[config.mk]
export PLATFORM = sky130hd
export DESIGN_NAME = uart_rx_core
export DESIGN_NICKNAME = d
export VERILOG_FILES = /design/src/rtl/uart_rx_core.sv
export SDC_FILE = /design/constraint.sdc
export NUM_CORES = 1
export LEC_CHECK = 0
export ABC_AREA = 1
export BUFFER_PORTS_ARGS = -buffer_cell sky130_fd_sc_hd__buf_2
export CORE_ASPECT_RATIO = 1.75
export CORE_MARGIN = 2
export CORE_UTILIZATION = 60
export CTS_BUF_LIST = sky130_fd_sc_hd__clkbuf_8
export CTS_CLUSTER_SIZE = 24
export DETAILED_ROUTE_END_ITERATION = 10
export PLACE_DENSITY = 0.93
export SLEW_MARGIN = 25
export SYNTH_ARGS = -nofsm -noshare
export SYNTH_HDL_FRONTEND = slang
export SYNTH_SLANG_ARGS = --single-unit
[constraint.sdc]
create_clock -name clk -period 3.22 [get_ports clk]
set_input_delay 0.644 -clock clk [delete_from_list [all_inputs] [get_ports clk]]
set_output_delay 0.644 -clock clk [all_outputs]
set_load 0.02 [all_outputs]
[src/rtl/uart_rx_core.sv]
module uart_rx_core #(
  parameter int DATA_BITS = 8,
  parameter int OVS       = 16,
  parameter int MID       = OVS / 2
) (
  input  logic                 clk,
  input  logic                 rst_n,
  input  logic                 pwr_en,
  input  logic                 rx_en,
  input  logic                 baud_tick,
  input  logic                 rx_in,
  input  logic [1:0]           par_mode,
  input  logic                 rd_strobe,
  output logic [DATA_BITS-1:0] rx_data,
  output logic                 rx_done,
  output logic                 full,
  output logic                 err_parity,
  output logic                 err_frame,
  output logic                 err_overrun
);
  localparam int CW = $clog2(OVS);
  localparam int IW = $clog2(DATA_BITS);
  localparam logic [IW-1:0] LAST   = IW'(DATA_BITS - 1);
  localparam logic [CW-1:0] CNT_END = CW'(OVS - 1);
  localparam logic [CW-1:0] CNT_MID = CW'(MID - 1);

  typedef enum logic [2:0] {S_OFF, S_ARM, S_WAIT, S_START, S_DATA, S_PAR, S_STOP} st_t;

  st_t                  st;
  logic [1:0]           sync;
  logic [CW-1:0]        cnt;
  logic [IW-1:0]        idx;
  logic [DATA_BITS-1:0] shreg;
  logic                 par_acc, par_bad;

  wire rx_s    = sync[1];
  wire active  = pwr_en & rx_en;
  wire samp    = baud_tick && (cnt == CNT_END);
  wire use_par = (par_mode == 2'b01) || (par_mode == 2'b10);
  wire odd     = (par_mode == 2'b10);
  wire finish  = active && (st == S_STOP) && samp;

  always_ff @(posedge clk or negedge rst_n) begin
    if (!rst_n) begin
      sync <= 2'b11;
      st <= S_OFF;
      cnt <= '0;
      idx <= '0;
      shreg <= '0;
      par_acc <= 1'b0;
      par_bad <= 1'b0;
      rx_data <= '0;
      rx_done <= 1'b0;
      full <= 1'b0;
      err_parity <= 1'b0;
      err_frame <= 1'b0;
      err_overrun <= 1'b0;
    end else begin
      sync <= {sync[0], rx_in};
      rx_done <= 1'b0;
      if (rd_strobe) begin
        full <= 1'b0;
        err_parity <= 1'b0;
        err_frame <= 1'b0;
        err_overrun <= 1'b0;
      end
      if ((st == S_DATA || st == S_PAR || st == S_STOP) && baud_tick)
        cnt <= samp ? '0 : cnt + 1'b1;
      if (!active) st <= S_OFF;
      else begin
        case (st)
          S_OFF:  st <= S_ARM;
          S_ARM:  if (rx_s) st <= S_WAIT;
          S_WAIT: if (!rx_s) begin st <= S_START; cnt <= '0; end
          S_START:
            if (baud_tick) begin
              if (cnt == CNT_MID) begin
                cnt <= '0;
                if (!rx_s) begin
                  st <= S_DATA; idx <= '0; par_acc <= 1'b0; par_bad <= 1'b0;
                end else st <= S_ARM;
              end else cnt <= cnt + 1'b1;
            end
          S_DATA:
            if (samp) begin
              shreg <= {rx_s, shreg[DATA_BITS-1:1]};
              par_acc <= par_acc ^ rx_s;
              idx <= idx + 1'b1;
              if (idx == LAST) st <= use_par ? S_PAR : S_STOP;
            end
          S_PAR:
            if (samp) begin
              par_bad <= par_acc ^ rx_s ^ odd;
              st <= S_STOP;
            end
          S_STOP:
            if (samp) begin
              rx_done <= 1'b1;
              st <= S_ARM;
              if (full && !rd_strobe) begin
                err_overrun <= 1'b1;
                err_parity <= err_parity | par_bad;
                err_frame <= err_frame | !rx_s;
              end else begin
                rx_data <= shreg;
                full <= 1'b1;
                err_parity <= par_bad;
                err_frame <= !rx_s;
              end
            end
          default: st <= S_OFF;
        endcase
      end
    end
  end

  AST_DONE_ONE_CYCLE: assert property (@(posedge clk) disable iff (!rst_n)
    rx_done |=> !rx_done);
  AST_OFF_NO_DONE: assert property (@(posedge clk) disable iff (!rst_n)
    !active |=> !rx_done);
  AST_OVERRUN_KEEPS: assert property (@(posedge clk) disable iff (!rst_n)
    (full && !rd_strobe) |=> $stable(rx_data));
  AST_FLAGS_NEED_FULL: assert property (@(posedge clk) disable iff (!rst_n)
    (err_parity || err_frame || err_overrun) |-> full);
  AST_READ_FREES: assert property (@(posedge clk) disable iff (!rst_n)
    (rd_strobe && !finish) |=> (!full && !err_overrun));
  AST_DONE_FILLS: assert property (@(posedge clk) disable iff (!rst_n)
    rx_done |-> full);
endmodule

* Word-level counts from Yosys, hierarchy flattened
Cells that the tools add are included.
** Word-level totals
- Register bits :: 35
- Output and inout bits :: 13
- Word-level logic and storage cells :: 115
** Operators by class
- Add/sub/neg operators :: 2
- Equality and inequality tests :: 24
- Multiplexer cells :: 54
- Bitwise operators :: 6
- Reduce and logical (&&, ||, !) cells :: 16
** Operators with widths (number)
- $mux 3 :: 14
- $mux 1 :: 28
- $mux 4 :: 6
- $ne 3x3->1 const B :: 7
- $pmux 3 s7 :: 1
- $eq 3x3->1 const B :: 4
- $reduce_and 6->1 :: 2
- $ne 2x2->1 const B :: 5
- $pmux 4 s2 :: 1
- $reduce_and 8->1 :: 1
- $eq 3x2->1 const B :: 2
- $pmux 3 s2 :: 1
- $add 4x1->4 const B :: 1
- $eq 4x3->1 const B :: 1
- $eq 4x4->1 const B :: 1
- $pmux 1 s2 :: 2
- $reduce_and 4->1 :: 1
- $reduce_bool 2->1 :: 2
- $add 3x1->3 const B :: 1
- $eq 3x1->1 const B :: 1
- $logic_and 1x1->1 :: 3
- $logic_not 3->1 :: 1
- $logic_or 1x1->1 :: 3
- $ne 3x2->1 const B :: 1
- 9 further kinds :: 12

* Longest topological paths before layout
- Depth in word-level cells :: 8
- Mapped depth :: 10
- Gate-level depth less buffers :: 9

* Worst setup path before layout
Ideal clock, no wire load.
- Path kind :: input -> register
- Start point :: in baud_tick
- End point :: reg rx_data[6]
- Arrival time :: 1.472 ns
- Data required time :: 3.103 ns
- Setup slack :: 1.631 ns
- Stages on the path :: 8
- Buffers on the path :: 1
- Cell sequence :: nand2_1 > nor2_4 > inv_2 > nor3_4 > nand2_4 > buf_6 > nand2_2 > o21ai_2
** On the way
- Word-level cells in the longest chain between the ends :: 2
** Ends and longest elaborated chain
- from (decl) :: line 10 : input logic baud_tick,
- $logic_and 1x1->1 :: line 38 : wire samp = baud_tick && (cnt == CNT_END);
- $reduce_and 4->1 (no line)
- to (signal assigned) :: line 105 : rx_data <= shreg;
- to (decl) :: line 14 : output logic [DATA_BITS-1:0] rx_data,
No other way between the ends.
A chain may end at the register's enable or synchronous reset.

* Worst setup path in the final report
- Start point :: reg cnt[0]
- End point :: reg rx_data[2]
** On the way
- Word-level cells in the longest chain between the ends :: 3
** Ends and longest elaborated chain
- from (decl) :: line 31 : logic [CW-1:0] cnt;
- from (signal assigned) :: line 68 : cnt <= samp ? '0 : cnt + 1'b1;
- from (signal assigned) :: line 82 : end else cnt <= cnt + 1'b1;
- $eq 4x4->1 :: line 38
- $logic_and 1x1->1 :: line 38
- $reduce_and 4->1 (no line)
No other way between the ends.

==> results.ini <==
[layout]
final_cell_mix = 71 x nand2_1, 33 x dfrtp_1, 27 x inv_1
fin_util_pct = 69.6
multiInputGateArea_um2 = 815
fin_nets = 265
area_growth_pct = 10.7
antenna_cells = 0
ff_latch_area_um2 = 878
drive_gt1_share_pct = 18.6
stdcell_count = 281
fillers = 238
mostFrequentLayoutCell = nand2_1

[critical_path]
cp.arrival_ns = 1.95
required_ns = 3.39
worstSetupPathType = flip-flop to flip-flop
endpoint_kind = flip-flop
worstPathMaxFanout = 15
startpoint_type = flip-flop

[clocking]
cts_buffer_depth = 2
clk_pin_slew_worst_paths_ns = 0.07
cts_root_buf = clkbuf_8
htree_levels = 2
post_cts_resize_count = 0
post_cts_buffers = 0
clock_latency_ns = 0.28
ctsHoldBuffers = 0
cts_inserted_buffers = 5
cts_tree = yes
cts_sinks = 35

[floorplan]
dieArea_um2 = 3510
coreArea_um2 = 2900
start_util_pct = 62.9
io_pins = 22
die_x_um = 45.6
rows = 26
die_h_um = 76.9

[sta]
setup_slack_ns = 1.44
clock_skew_ns = 0.00445
finalSetupViolCount = 0
fmax_mhz = 563
tightest_slew_ns = 0.732
period_needed_ns = 1.78
hold_viol = 0
slew_violations = 0
setup_tns_ns = 0
period_share_pct = 55.2
rsz0062_at_grt = false
relSlewSlack_pct = 51.2
holdWs_ns = 0.356

[global_routing]
grt_max_degree = 36
antenna_found_initial = 0
grtUsageTotal_pct = 22.7
grt_pass1_wl_mm = 5.98
grt_overflow = 0
grt_pass1_vias = 1486

[logic_synthesis]
synth_seq_cells = 35
avgSynthCellArea_um2 = 7.98
synth.distinct_cells = 23
ys_warn_count = 0
syn-num-nets = 241
synth_area_um2 = 1820
netlist_instances = 228
synth_seq_area_share_pct = 48.2

[power]
p_per_area_nw_per_um2 = 387
ir_worst_vdd_v = 0.000335
leakage_nw = 1.07

[detailed_routing]
first_pass_iters = 5
viasPerCell = 5.49
routed_wirelength_mm = 3.39
drtIter0Drc = 46
vias = 1542
ant_nets = 0
wire_per_inst_um = 12.1
route.detailed.drc = 0

[placed_design]
place_worst_setup_slack_ns = 1.35
io_buffers = 21
placed_cells = 273
globalplace.congestion = 0.950
dp_hpwl_mm = 2.52

[hold_path]
hp-class = flip-flop to flip-flop

[job]
cap_violations = 0

[run_status]
status = complete, no violations

==> registers in the layout (all words and copies together) (netlist names) <==
signal / count
sync: 2
par_acc: 1
full: 1
par_bad: 1
err_parity: 1
st: 3
idx: 3
err_frame: 1
rx_done: 1
cnt: 4
rx_data: 8
err_overrun: 1
shreg: 8
==> per-layer routing <==
layer | up-vias | share of wire (%) | GRT usage, %
li1 | 774 | - | -
met1 | 714 | 40 | 24.5
met2 | 48 | 54 | 38.6
met3 | 6 | 4.8 | 6.59
met4 | 0 | 1.7 | 9.71
met5 | - | 0 | 0
==> worst paths after layout <==
check | start | depth (start not counted) | slack, ns | endpoint
min in group asynchronous | rst_n | 1 | 0.42 | err_overrun
worst max-delay path | cnt[0] | 8 | 1.44 | rx_data[2]
max in group asynchronous | rst_n | 1 | 2.33 | rx_data[5]
worst min register to register | sync[0] | 0 | 0.36 | sync[1]
worst max register to register | cnt[0] | 8 | 1.44 | rx_data[2]
worst min-delay path | sync[0] | 0 | 0.36 | sync[1]
==> kinds of logic after synthesis <==
family / Yosys count / synth area share (%)
AND/OR/NAND/NOR: 124 / 30.8
flip-flops: 35 / 48.2
AO/OA/AOI/OAI: 32 / 10.2
buffers and inverters: 31 / 7.01
adder cells (fa/ha/maj): 4 / 2.75
XOR/XNOR: 2 / 0.962
==> cell type report <==
cell class / count / share of cell area [%]
timing repair buffer: 21 / 5.21
multi-input combinational: 162 / 40.4
tap: 28 / 1.74
clock buffer: 5 / 3.41
clock inverter: 3 / 0.621
sequential: 35 / 43.6
inverter: 27 / 5.03
==> per-stage QoR <==
stage,instance area (µm²),total power [mW]
final,2020,0.779
after global routing,2020,0.813
after CTS,2020,0.789
after detailed placement,1930,0.500
after global placement,1930,0.499
after floorplan,1820,0.480
==> Yosys cell counts <==
master / count / area share (%)
inv_1: 25 / 5.2
nand4_1: 5 / 1.7
dfstp_2: 2 / 2.9
nand2_2: 3 / 1.0
o21ai_2: 7 / 3.4
nand3b_1: 1 / 0.41
nor2_2: 2 / 0.69
buf_6: 1 / 0.62
nand2_4: 1 / 0.62
nor3_1: 1 / 0.27
o21ai_0: 22 / 6.0
xor2_1: 2 / 0.96
a21oi_1: 3 / 0.82
buf_2: 3 / 0.82
ha_1: 4 / 2.7
dfrtp_1: 33 / 45
nand2_1: 71 / 15
nand3_1: 19 / 5.2
nor2_4: 1 / 0.62
nor3_4: 1 / 0.89
nand3_4: 1 / 0.96
inv_2: 2 / 0.41
nor2_1: 18 / 3.7
==> report_power, final <==
group / internal [mW] / switching (mW)
sequential: 0.445 / 0.00707
clock: 0.145 / 0.143
combinational: 0.0120 / 0.0271
total: 0.602 / 0.177
==> worst max-delay path, stage by stage (launching register included) <==
cell and delay (ns):
dfrtp_1 0.42, ha_1 0.23, nand2_2 0.10, nor2_4 0.20, inv_2 0.09, nor3_4 0.25
nand2_4 0.20, nand2_1 0.13, o21ai_2 0.06
Power figures use the tool's default switching activity.
